<file path="src/rtl/unary_alu.sv">
module unary_alu #(
  parameter int W = 8
) (
  input  logic         clk,
  input  logic         rst_n,
  input  logic         in_valid,
  input  logic [15:0]  instr,
  input  logic [W-1:0] operand,
  input  logic [7:0]   sreg_in,
  output logic         out_valid,
  output logic         out_hit,
  output logic [W-1:0] result,
  output logic [4:0]   dest,
  output logic [7:0]   sreg_out
);
  localparam int MSB = W - 1;
  localparam logic [W-1:0] MIN_NEG = {1'b1, {(W-1){1'b0}}};
  localparam logic [W-1:0] MAX_POS = ~MIN_NEG;

  logic         prefix_ok;
  logic         hit;
  logic [W-1:0] res;
  logic         c_n, v_n, n_n, h_n, z_n, s_n;
  logic [7:0]   flags;

  assign prefix_ok = (instr[15:9] == 7'b1001010);

  always_comb begin
    hit = prefix_ok;
    res = operand;
    c_n = sreg_in[0];
    h_n = sreg_in[5];
    n_n = 1'b0;
    v_n = 1'b0;
    case (instr[3:0])
      4'b0000: begin
        res = ~operand;
        c_n = 1'b1;
        n_n = res[MSB];
      end
      4'b0001: begin
        res = -operand;
        n_n = res[MSB];
        v_n = (res == MIN_NEG);
        c_n = (res != '0);
        h_n = res[3] & ~operand[3];
      end
      4'b0011: begin
        res = operand + 1'b1;
        n_n = res[MSB];
        v_n = (res == MIN_NEG);
      end
      4'b1010: begin
        res = operand - 1'b1;
        n_n = res[MSB];
        v_n = (res == MAX_POS);
      end
      4'b0101: begin
        res = {operand[MSB], operand[MSB:1]};
        c_n = operand[0];
        n_n = res[MSB];
        v_n = n_n ^ c_n;
      end
      4'b0110: begin
        res = {1'b0, operand[MSB:1]};
        c_n = operand[0];
        v_n = c_n;
      end
      4'b0111: begin
        res = {sreg_in[0], operand[MSB:1]};
        c_n = operand[0];
        n_n = res[MSB];
        v_n = n_n ^ c_n;
      end
      default: hit = 1'b0;
    endcase
  end

  assign z_n   = (res == '0);
  assign s_n   = n_n ^ v_n;
  assign flags = {sreg_in[7:6], h_n, s_n, v_n, n_n, z_n, c_n};

  always_ff @(posedge clk) begin
    if (!rst_n) begin
      out_valid <= 1'b0;
      out_hit   <= 1'b0;
      result    <= '0;
      dest      <= '0;
      sreg_out  <= '0;
    end else begin
      out_valid <= in_valid;
      if (in_valid) begin
        out_hit  <= hit;
        dest     <= instr[8:4];
        result   <= hit ? res : operand;
        sreg_out <= hit ? flags : sreg_in;
      end
    end
  end
endmodule

</file>
<file path="config.mk">
export PLATFORM = sky130hd
export DESIGN_NAME = unary_alu
export DESIGN_NICKNAME = d
export VERILOG_FILES = /design/src/rtl/unary_alu.sv
export SDC_FILE = /design/constraint.sdc
export NUM_CORES = 1
export LEC_CHECK = 0
export ABC_AREA = 1
export ABC_CLOCK_PERIOD_IN_PS = 2000
export CORE_MARGIN = 8
export CORE_UTILIZATION = 45
export DETAILED_ROUTE_END_ITERATION = 8
export PLACE_DENSITY_LB_ADDON = 0.15
export SLEW_MARGIN = 10
export SYNTH_ARGS = -nofsm -noshare
export SYNTH_HDL_FRONTEND = slang
export SYNTH_SLANG_ARGS = --single-unit
</file>
<file path="constraint.sdc">
create_clock -name clk -period 2 [get_ports clk]
set_clock_uncertainty 0.1 [all_clocks]
set_input_delay 0.3 -clock clk [delete_from_list [all_inputs] [get_ports clk]]
set_output_delay 0.3 -clock clk [all_outputs]
set_load 0.02 [all_outputs]
</file>
==> results.yml <==
critical_path:
  required_ns: 2.09
  cp-end-kind: "flip-flop"
  crit_buf_inv: 2
  crit_start: "operand[3]"
  crit_family: "buffers and inverters"
  worst-setup-path-type: "input pin to flip-flop"
  critPathArrivalTime_ns: 1.99
  cp_cell_sequence: "dlygate4sd2_1 > inv_1 > ha_1 > and2_1 > a21oi_1 > nor2_1 > nand2_1 > nand2_1 > a21oi_1 > nand2_1 > a21oi_1"
  r2r_start: "result[5]$_SDFFE_PN0P_"
  max_stage_delay_ns: 0.36
  cp-start-kind: "input pin"
  cp_slowest_cell: "dlygate4sd2_1"
  r2r_slack_ns: 1.08
  crit_fanout: 6
die:
  rows: 24
  die_area_um2: 6770
  design.core.area_um2: 4290
  start_util_pct: 46.1
  io_pins: 58
  dieHeight_um: 82.3
  die_w_um: 82.3
global_routing:
  antenna_found_initial: 0
  grt_max_degree: 18
  grt-ovfl-total: 0
  grt_pass1_vias: 2577
  grt_pass1_wl_um: 12000
  grt_usage_pct: 22.1
pwr:
  peakVddDrop_mv: 0.377
  finalPower_mw: 1.33
  power.density_nw_per_um2: 418
  leakagePower_nw: 1.50
clock_tree:
  worstSkewPairLatency_ns: 0.26
  cts_root_buf: "clkbuf_8"
  clk_pin_slew_ns: 0.08
  clkSinkCount: 23
  htree_levels: 1
  tritoncts: "yes"
  ctsHoldBuffers: 0
  numCtsBuffers: 3
  clockBufferDepth: 2
worst_hold_path:
  hold_path_class: "flip-flop to flip-flop"
  hp-start: "out_hit$_SDFFE_PN0P_"
placement:
  port_buffers: 57
  globalplace.congestion: 0.960
  place_ws_ns: -0.432
  dpl.hpwl_um: 6090
logic_synthesis:
  syn_inst: 344
  yosysUniqueCellTypes: 35
  synth_seq_cells: 23
  synth_top_area_cell: "dfxtp_1"
  synth_compound_area_share_pct: 16.1
  synth_area_per_cell_um2: 5.75
  ys.warnings.count: 0
  synth.area.mux_share_pct: 0
  synth_top_family_by_area: "simple AND/OR/NAND/NOR gates"
  synth_top_area_share_pct: 23.3
  synthArstFlopShare_pct: 0
  ys_seq_area_share_pct: 23.3
  synthAdderAreaFrac_pct: 2.53
  syn_area_um2: 1980
  synthFlopType: "dfxtp_1"
  synthSimpleGateAreaFrac_pct: 49.1
  synth_edf_count: 0
  synth_common_cells: "97 x nand2_1, 66 x nor2_1, 29 x nand3_1"
  synth.area.top_cells: "dfxtp_1 23%, nand2_1 18%, nor2_1 13%"
  synth_xor_xnor_area_share_pct: 1.33
  syn-num-nets: 383
  synth_most_common_cell: "nand2_1"
timing:
  drv_slew: 0
  fmax_ghz: 0.526
  finalCritPeriodShare_pct: 95.0
  slew_headroom_pct: 66.2
  post-route-min-period_ns: 1.90
  setup_tns_ns: 0
  worstMarginPinSlew_ns: 0.507
  setup_slack_ns: 0.101
  setup_viol: 0
  hold_viol_final: 0
  whs_ns: 0.371
finish:
  utilization_pct: 73.8
  multi_input_area_um2: 1480
  diodes: 0
  syn_to_final_growth_pct: 60.2
  layout-drive-gt1-share_pct: 24.8
  fillers: 381
  register_area_um2: 460
  finalNetCount: 492
detailed_routing:
  totalWireLength_um: 7570
  drc: 0
  detail_route.vias_per_cell: 5.31
  ant_nets: 0
  drt-pass1-iter-count: 5
  vias: 2678
  drt_iter0_markers: 201
  wl_per_cell_um: 15.0
run_status:
  outcome: "finished, final reports clean"
run:
  cap_violations: 0
[cell usage in the layout, fill, tap and decap left out, types with 2 or more instances in the layout]
master           count
o21ai_1              4
nand2_4              4
inv_4                2
nor2_2               8
nand4_1              4
ha_2                 2
clkbuf_8             3
inv_2                8
a21oi_1             16
clkbuf_2             2
a31oi_1              3
dlygate4sd2_1        2
a21oi_2              4
buf_6                3
clkdlybuf4s50_1     46
nand2_2              9
nand3_1             28
o21ai_0             22
nor2_1              60
nand3_4              2
nor2_4               7
dfxtp_1             23
xor2_1               3
o21ai_2              2
o211ai_1             2
nand2_1             88
dlymetal6s2s_1       6
inv_1               18
buf_4               53
[cell families (layout without fill, tap and decap cells)]
kind of cell,after synthesis,count (layout)
compound gates,59,59
flops,23,23
buf+inv,37,145
simple gates,218,218
fa+ha+maj,4,4
xor+xnor,3,3
[registers in the layout (all words and copies together), names as in the netlist]
signal	count
sreg_out	8
dest	5
out_hit	1
result	8
out_valid	1
[power breakdown]
part | total, mW | switching [mW] | leakage [nW] | internal (mW)
clock network | 0.289 | 0.147 | 0.0228 | 0.142
registers | 0.496 | 0.0123 | 0.190 | 0.484
logic | 0.541 | 0.291 | 1.29 | 0.249
total | 1.33 | 0.450 | 1.50 | 0.876
[worst register-to-register path: stages, from the launching register on]
cell,delay [ns]
dfxtp_1,0.31
nand2_1,0.06
o21ai_0,0.09
a31oi_1,0.17
nor2_1,0.07
[timing repair]
action,CTS,global route
pin swaps,3,8
resized for setup,19,38
setup endpoints to repair,12,13
setup buffers,2,1
[metal layers]
metal  global-route usage, %  share of wire [%]  vias up
met4                    3.33               0.92        0
met3                    4.55                9.4       12
met1                    28.8                 42     1212
li1                        -                  -     1336
met5                       0                  0        -
met2                    37.3                 47      118
[area by class of cell]
cell class / count / share of cell area, %
inverters: 28 / 3.48
multi-input cells: 284 / 46.8
flip-flops and latches: 23 / 14.5
clock buffers: 4 / 1.42
repair buffers: 113 / 31.7
well taps: 52 / 2.05
[metrics by stage]
stage               area, um2  instances
CTS                      3080        503
floorplan                1980        344
global route             3170        504
global placement         2970        497
detailed placement       2970        497
finish                   3170        504
[final timing paths]
kind | to | cells past startpoint
worst max-delay path | sreg_out[4]$_SDFFE_PN0P_ | 11
worst min-delay path | out_hit$_SDFFE_PN0P_ | 2
worst max register to register | result[5]$_SDFFE_PN0P_ | 4
worst min register to register | out_hit$_SDFFE_PN0P_ | 2
Power figures use the tool's default switching activity.
